==> src/rtl/synprobe_pkg.sv <==
package synprobe_pkg;
   typedef enum logic [1:0] {
      SP_IDLE = 2'd0,
      SP_SCAN = 2'd1,
      SP_LAST = 2'd2
   } sp_state_e;
endpackage

==> src/rtl/synprobe_match.sv <==
module synprobe_match #(
   parameter int WAYS  = 2,
   parameter int TAG_W = 28
) (
   input  logic [WAYS-1:0]       rd_vld,
   input  logic [WAYS*TAG_W-1:0] rd_tag,
   input  logic [TAG_W-1:0]      ref_tag,
   output logic [WAYS-1:0]       hit
);
   generate
      for (genvar w = 0; w < WAYS; w++) begin : g_way
         assign hit[w] = rd_vld[w] && (rd_tag[w*TAG_W +: TAG_W] == ref_tag);
      end
   endgenerate
endmodule

==> src/rtl/synprobe_seq.sv <==
module synprobe_seq
   import synprobe_pkg::*;
#(
   parameter int WAYS    = 2,
   parameter int TAG_W   = 28,
   parameter int ALIAS_W = 3,
   parameter int LOW_W   = 6
) (
   input  logic                     clk,
   input  logic                     rst_n,
   input  logic                     miss_valid,
   output logic                     miss_ready,
   input  logic [ALIAS_W+LOW_W-1:0] miss_vidx,
   input  logic [TAG_W-1:0]         miss_ptag,
   output logic [TAG_W-1:0]         ref_tag,
   input  logic [WAYS-1:0]          hit,
   output logic                     rd_en,
   output logic [ALIAS_W+LOW_W-1:0] rd_set,
   output logic                     inv_en,
   output logic [ALIAS_W+LOW_W-1:0] inv_set,
   output logic [WAYS-1:0]          inv_way,
   output logic                     busy,
   output logic                     done,
   output logic                     alias_hit,
   output logic                     coh_err
);
   localparam int SET_W = ALIAS_W + LOW_W;
   localparam logic [ALIAS_W-1:0] LAST_K = ALIAS_W'((1 << ALIAS_W) - 1);

   sp_state_e          st_q;
   logic [ALIAS_W-1:0] cnt_q, cmp_k_q, own_k_q;
   logic [LOW_W-1:0]   low_q;
   logic [TAG_W-1:0]   tag_q;
   logic               cmp_vld_q;
   logic               alias_acc_q, coh_acc_q;
   logic               done_q, alias_out_q, coh_out_q;

   logic accept, any_hit, cmp_own, hit_alias, hit_own;

   assign accept    = miss_valid && (st_q == SP_IDLE);
   assign any_hit   = |hit;
   assign cmp_own   = (cmp_k_q == own_k_q);
   assign hit_alias = cmp_vld_q && any_hit && !cmp_own;
   assign hit_own   = cmp_vld_q && any_hit && cmp_own;

   always_ff @(posedge clk) begin
      if (!rst_n) begin
         st_q        <= SP_IDLE;
         cnt_q       <= '0;
         cmp_k_q     <= '0;
         own_k_q     <= '0;
         low_q       <= '0;
         tag_q       <= '0;
         cmp_vld_q   <= 1'b0;
         alias_acc_q <= 1'b0;
         coh_acc_q   <= 1'b0;
         done_q      <= 1'b0;
         alias_out_q <= 1'b0;
         coh_out_q   <= 1'b0;
      end else begin
         done_q    <= 1'b0;
         cmp_vld_q <= (st_q == SP_SCAN);
         cmp_k_q   <= cnt_q;
         case (st_q)
            SP_IDLE: begin
               if (accept) begin
                  low_q       <= miss_vidx[LOW_W-1:0];
                  own_k_q     <= miss_vidx[SET_W-1:LOW_W];
                  tag_q       <= miss_ptag;
                  cnt_q       <= '0;
                  alias_acc_q <= 1'b0;
                  coh_acc_q   <= 1'b0;
                  alias_out_q <= 1'b0;
                  coh_out_q   <= 1'b0;
                  st_q        <= SP_SCAN;
               end
            end
            SP_SCAN: begin
               cnt_q       <= cnt_q + 1'b1;
               alias_acc_q <= alias_acc_q | hit_alias;
               coh_acc_q   <= coh_acc_q | hit_own;
               if (cnt_q == LAST_K) st_q <= SP_LAST;
            end
            SP_LAST: begin
               alias_out_q <= alias_acc_q | hit_alias;
               coh_out_q   <= coh_acc_q | hit_own;
               done_q      <= 1'b1;
               st_q        <= SP_IDLE;
            end
            default: st_q <= SP_IDLE;
         endcase
      end
   end

   assign miss_ready = (st_q == SP_IDLE);
   assign busy       = (st_q != SP_IDLE);
   assign ref_tag    = tag_q;
   assign rd_en      = (st_q == SP_SCAN);
   assign rd_set     = {cnt_q, low_q};
   assign inv_en     = hit_alias;
   assign inv_set    = {cmp_k_q, low_q};
   assign inv_way    = hit & {WAYS{hit_alias}};
   assign done       = done_q;
   assign alias_hit  = alias_out_q;
   assign coh_err    = coh_out_q;
endmodule

==> src/rtl/synonym_probe.sv <==
module synonym_probe #(
   parameter int PA_W       = 40,
   parameter int PAGE_SHIFT = 12,
   parameter int LINE_SHIFT = 6,
   parameter int ALIAS_W    = 3,
   parameter int WAYS       = 2,
   localparam int TAG_W     = PA_W - PAGE_SHIFT,
   localparam int LOW_W     = PAGE_SHIFT - LINE_SHIFT,
   localparam int SET_W     = LOW_W + ALIAS_W
) (
   input  logic                  clk,
   input  logic                  rst_n,
   input  logic                  miss_valid,
   output logic                  miss_ready,
   input  logic [SET_W-1:0]      miss_vidx,
   input  logic [TAG_W-1:0]      miss_ptag,
   output logic                  tag_rd_en,
   output logic [SET_W-1:0]      tag_rd_set,
   input  logic [WAYS-1:0]       tag_rd_vld,
   input  logic [WAYS*TAG_W-1:0] tag_rd_ptag,
   output logic                  tag_inv_en,
   output logic [SET_W-1:0]      tag_inv_set,
   output logic [WAYS-1:0]       tag_inv_way,
   output logic                  probe_busy,
   output logic                  probe_done,
   output logic                  alias_hit,
   output logic                  coh_err
);
   generate
      if (ALIAS_W < 1 || ALIAS_W > 6) begin : g_bad_alias
         $error("synonym_probe: ALIAS_W must be 1..6");
      end
      if (WAYS < 1) begin : g_bad_ways
         $error("synonym_probe: WAYS must be at least 1");
      end
      if (PAGE_SHIFT <= LINE_SHIFT || PA_W <= PAGE_SHIFT) begin : g_bad_geom
         $error("synonym_probe: inconsistent address geometry");
      end
   endgenerate

   logic [TAG_W-1:0] ref_tag;
   logic [WAYS-1:0]  way_hit;

   synprobe_match #(.WAYS(WAYS), .TAG_W(TAG_W)) u_match (
      .rd_vld  (tag_rd_vld),
      .rd_tag  (tag_rd_ptag),
      .ref_tag (ref_tag),
      .hit     (way_hit)
   );

   synprobe_seq #(.WAYS(WAYS), .TAG_W(TAG_W), .ALIAS_W(ALIAS_W), .LOW_W(LOW_W)) u_seq (
      .clk        (clk),
      .rst_n      (rst_n),
      .miss_valid (miss_valid),
      .miss_ready (miss_ready),
      .miss_vidx  (miss_vidx),
      .miss_ptag  (miss_ptag),
      .ref_tag    (ref_tag),
      .hit        (way_hit),
      .rd_en      (tag_rd_en),
      .rd_set     (tag_rd_set),
      .inv_en     (tag_inv_en),
      .inv_set    (tag_inv_set),
      .inv_way    (tag_inv_way),
      .busy       (probe_busy),
      .done       (probe_done),
      .alias_hit  (alias_hit),
      .coh_err    (coh_err)
   );
endmodule

==> config.mk <==
export PLATFORM = sky130hd
export DESIGN_NAME = synonym_probe
export DESIGN_NICKNAME = d
export VERILOG_FILES = /design/src/rtl/synprobe_pkg.sv /design/src/rtl/synprobe_match.sv /design/src/rtl/synprobe_seq.sv /design/src/rtl/synonym_probe.sv
export SDC_FILE = /design/constraint.sdc
export NUM_CORES = 1
export LEC_CHECK = 0
export ABC_AREA = 0
export CAP_MARGIN = 40
export CORE_ASPECT_RATIO = 1.1
export CORE_MARGIN = 10
export CORE_UTILIZATION = 40
export DETAILED_ROUTE_END_ITERATION = 10
export DONT_BUFFER_PORTS = 1
export PLACE_DENSITY = 0.6
export SLEW_MARGIN = 20
export SYNTH_ARGS = -nofsm -noshare
export SYNTH_HDL_FRONTEND = slang
export SYNTH_HIERARCHICAL = 1
export SYNTH_SLANG_ARGS = --single-unit
export TNS_END_PERCENT = 50
==> constraint.sdc <==
create_clock -name clk -period 1.9 [get_ports clk]
set_input_delay 0.285 -clock clk [delete_from_list [all_inputs] [get_ports clk]]
set_output_delay 0.285 -clock clk [all_outputs]
set_load 0.02 [all_outputs]
==> metrics.txt <==
status=finished with violations; failing checks=negative setup slack; Crit. Startpoint=u_seq/ref_tag[11]$_SDFFE_PN0P_; clock sink count=51; crit-path cells=xor2_1, nor4_1, nand4_1, nor4_4, buf_4, and3_4; Finished Cell Area=between 0.002 and 0.003 mm2; part of the cycle the worst path needs=118%; vias per inst=5.24; P_leak=around 1.1 nW; drt wl/cell=between 20 and 25 um; max incr delay on CP=around 0.36 ns; final wirelength=about 7.7 mm; EDFF count, synth=0; vias in the first global route=2166; Hold Fails Final Rpt=0; synthesized net count=about 400; crit start category=register; Die Wd=about 96 um; IO Port Bufs=0; Crit Path Max Fanout=3; Yosys reg bits=just over 50; CTS buffer count=5; dpl hpwl=between 6 and 7 mm; commonest non-fill, non-tap cells in the layout=nand2_1, dfxtp_1, a21oi_1, xor2_1, xnor2_1; setup TNS=-0.860 ns; syn_area_per_cell=8.43 um2; die area=about 0.0099 mm2; worst r2r src=u_seq/ref_tag[11]$_SDFFE_PN0P_; RSZ-0062 raised after global routing=yes; Synth cell types=34; relative slew slack=between 60% and 70%; drt pass-1 iters=4; Ys Warns=6; Least-Margin Pin Slew=around 0.56 ns; multi-input logic area=approximately 0.0015 mm2; Starting Density=about 41%; Clk pwr share=roughly a third; DP Worst Slack=-0.0935 ns; Area growth syn-to-layout=11.0%; H-tree levels=2; kind of critical path=register to output port; Hold Path Class=input pin to register; layout cells sized above 1=between 15 and 20%; crit end category=output port; Sw Pwr=about 0.00061 W; final RePlAce weighted congestion=roughly 0.91; Most used DFF post-synth=dfxtp_1; met2 global-route usage=24.8%; DRT antenna net count=0; pwr/cell area=802 mW/mm2; pins over their slew limit=0; Comb power frac=~15%; clk buf depth=2; CP endpoint=tag_inv_way[1]; largest net degree at the start of global routing=38; fin nets=between 400 and 500; Seq pwr share=between 50 and 60%; gate count of the mapped netlist=about 300; Final Setup Violations=3; Clock Tree Root=clkbuf_8; initial DRC count=between 70 and 80; share of flip-flops with an asynchronous set or reset=0%; Final Skew=between 0.007 and 0.008 ns; Vias=roughly 2000; DR DRC count=0; commonest non-fill, non-tap cell in the layout=nand2_1; Die Y=approximately 100 um; filler cell count=633; max-cap violations=0; gr ovfl total=0; r2r worst-path depth=8; Clock Latency Late Sink=roughly 0.30 ns; GR peak layer=met2; Peak VDD IR=0.000366 V; post-layout minimum cycle time=2.24 ns; Int Power=~0.0017 W; Worst-path clk slew=around 0.090 ns; core footprint=approximately 0.006 mm2; Critical R2R Capture=u_seq/coh_err$_SDFFE_PN0P_; met1 Usage GRT=16.4%; All-Layer GR Usage=15.1%; CTS tree=yes; Critical-path top delay cell=dfxtp_1; met3 usage=8.81%; Switching Share=between 20 and 30%; sequential area share after synthesis=between 40% and 50%; worst setup margin=-0.341 ns; area post-placement=around 0.0026 mm2; mapped cell area=0.00254 mm2; first-pass GRT wire length=approximately 12 mm; n_diodes=0; num ports=about 130; initial antenna violation count=0; r2r setup slk=roughly 0.030 ns; Max Clock Freq=about 450 MHz; Reg area=about 0.0010 mm2; Worst Path Arrival=between 1.5 and 2 ns; HP Start=rst_n; Row Count=30; Hold WS=between 0.1 and 0.15 ns; required time worst endpoint=between 1.5 and 2 ns
==> how the worst min path moves through the flow <==
| stage | to | depth (start not counted) | slack, ns |
|---|---|---|---|
| 2_1_floorplan | u_seq/cmp_k_q[0]$_SDFF_PN0_ | 1 | 0.41 |
| 3_3_place_gp | u_seq/cmp_k_q[1]$_SDFF_PN0_ | 1 | 0.42 |
| 3_5_place_dp | u_seq/cmp_k_q[2]$_SDFF_PN0_ | 1 | 0.42 |
| 4_1_cts | u_seq/cmp_k_q[1]$_SDFF_PN0_ | 1 | 0.09 |
| 5_1_grt | u_seq/ref_tag[20]$_SDFFE_PN0P_ | 2 | 0.09 |
| 6_report | u_seq/cmp_k_q[1]$_SDFF_PN0_ | 1 | 0.10 |
==> logic make-up after synthesis <==
kind of cell	count (synthesis)	synth area share, %
flip-flops	51	40.2
XOR/XNOR	59	20.4
AND/OR/NAND/NOR	119	22.4
buffers and inverters	21	5.52
adder cells (fa/ha/maj)	2	0.986
AO/OA/AOI/OAI	49	10.5
==> final cells by class <==
cell class | count | share of cell area [%]
sequential | 51 | 36.6
clock inverter | 1 | 1.07
timing repair buffer | 15 | 3.99
tap | 80 | 3.55
multi-input combinational | 229 | 51.8
inverter | 3 | 0.399
clock buffer | 6 | 2.57
==> power groups by stage <==
stage | Clock (W) | Sequential (W) | Combinational, W
5_1_grt | 0.000808 | 0.00121 | 0.000374
3_5_place_dp | 0 | 0.00123 | 0.000313
6_report | 0.000727 | 0.00120 | 0.000330
3_3_place_gp | 0 | 0.00123 | 0.000310
2_1_floorplan | 0 | 0.00121 | 0.000270
4_1_cts | 0.000765 | 0.00120 | 0.000327
==> synthesized netlist by cell type, drive strengths merged (3+ instances only) <==
master	count	share of area [%]
nor2	3	0.54
nand2	76	11
nand2b	3	0.74
inv	3	0.44
nand4	6	1.5
buf	14	4.5
and2	3	0.74
nor4	10	3.0
xor2	38	13
a21oi	40	7.9
and3	4	0.99
nand3	6	1.2
clkbuf	4	0.59
xnor2	21	7.2
nor3	3	0.59
dfxtp	51	40
==> flip-flops by register name, summed over array words and instances, names as in the netlist <==
register,flops
u_seq/low_q,6
u_seq/st_q,2
u_seq/coh_err,1
u_seq/coh_acc_q,1
u_seq/cnt_q,3
u_seq/cmp_k_q,3
u_seq/done,1
u_seq/cmp_vld_q,1
u_seq/ref_tag,28
u_seq/own_k_q,3
u_seq/alias_acc_q,1
u_seq/alias_hit,1
==> critical path, delay by kind of cell, from the launching register on <==
family / cells / cell delay [ns]
buf+inv: 1 / 0.15
xor+xnor: 1 / 0.19
simple gates: 4 / 0.96
flops: 1 / 0.36
==> through the flow <==
step                      util (%)  power, W  cells
after floorplan                  -   0.00148    301
final                         45.8   0.00226    385
after detailed placement      42.2   0.00154    375
after CTS                     45.0   0.00230    385
after global routing          45.8   0.00240    385
after global placement        42.2   0.00154    375
==> per-layer routing <==
layer	wire length, um	part of all wire (%)
met1	2810	36
met2	3830	50
met3	1030	13
met4	46	0.60
met5	0	0
==> what timing repair did <==
item | CTS | global route
resized for setup | 17 | 7
setup endpoints to repair | 7 | 7
setup buffers | 3 | 0
hold buffers | 0 | 0
pin swaps | 5 | 5
No activity file was read; power rests on OpenSTA's default activity.
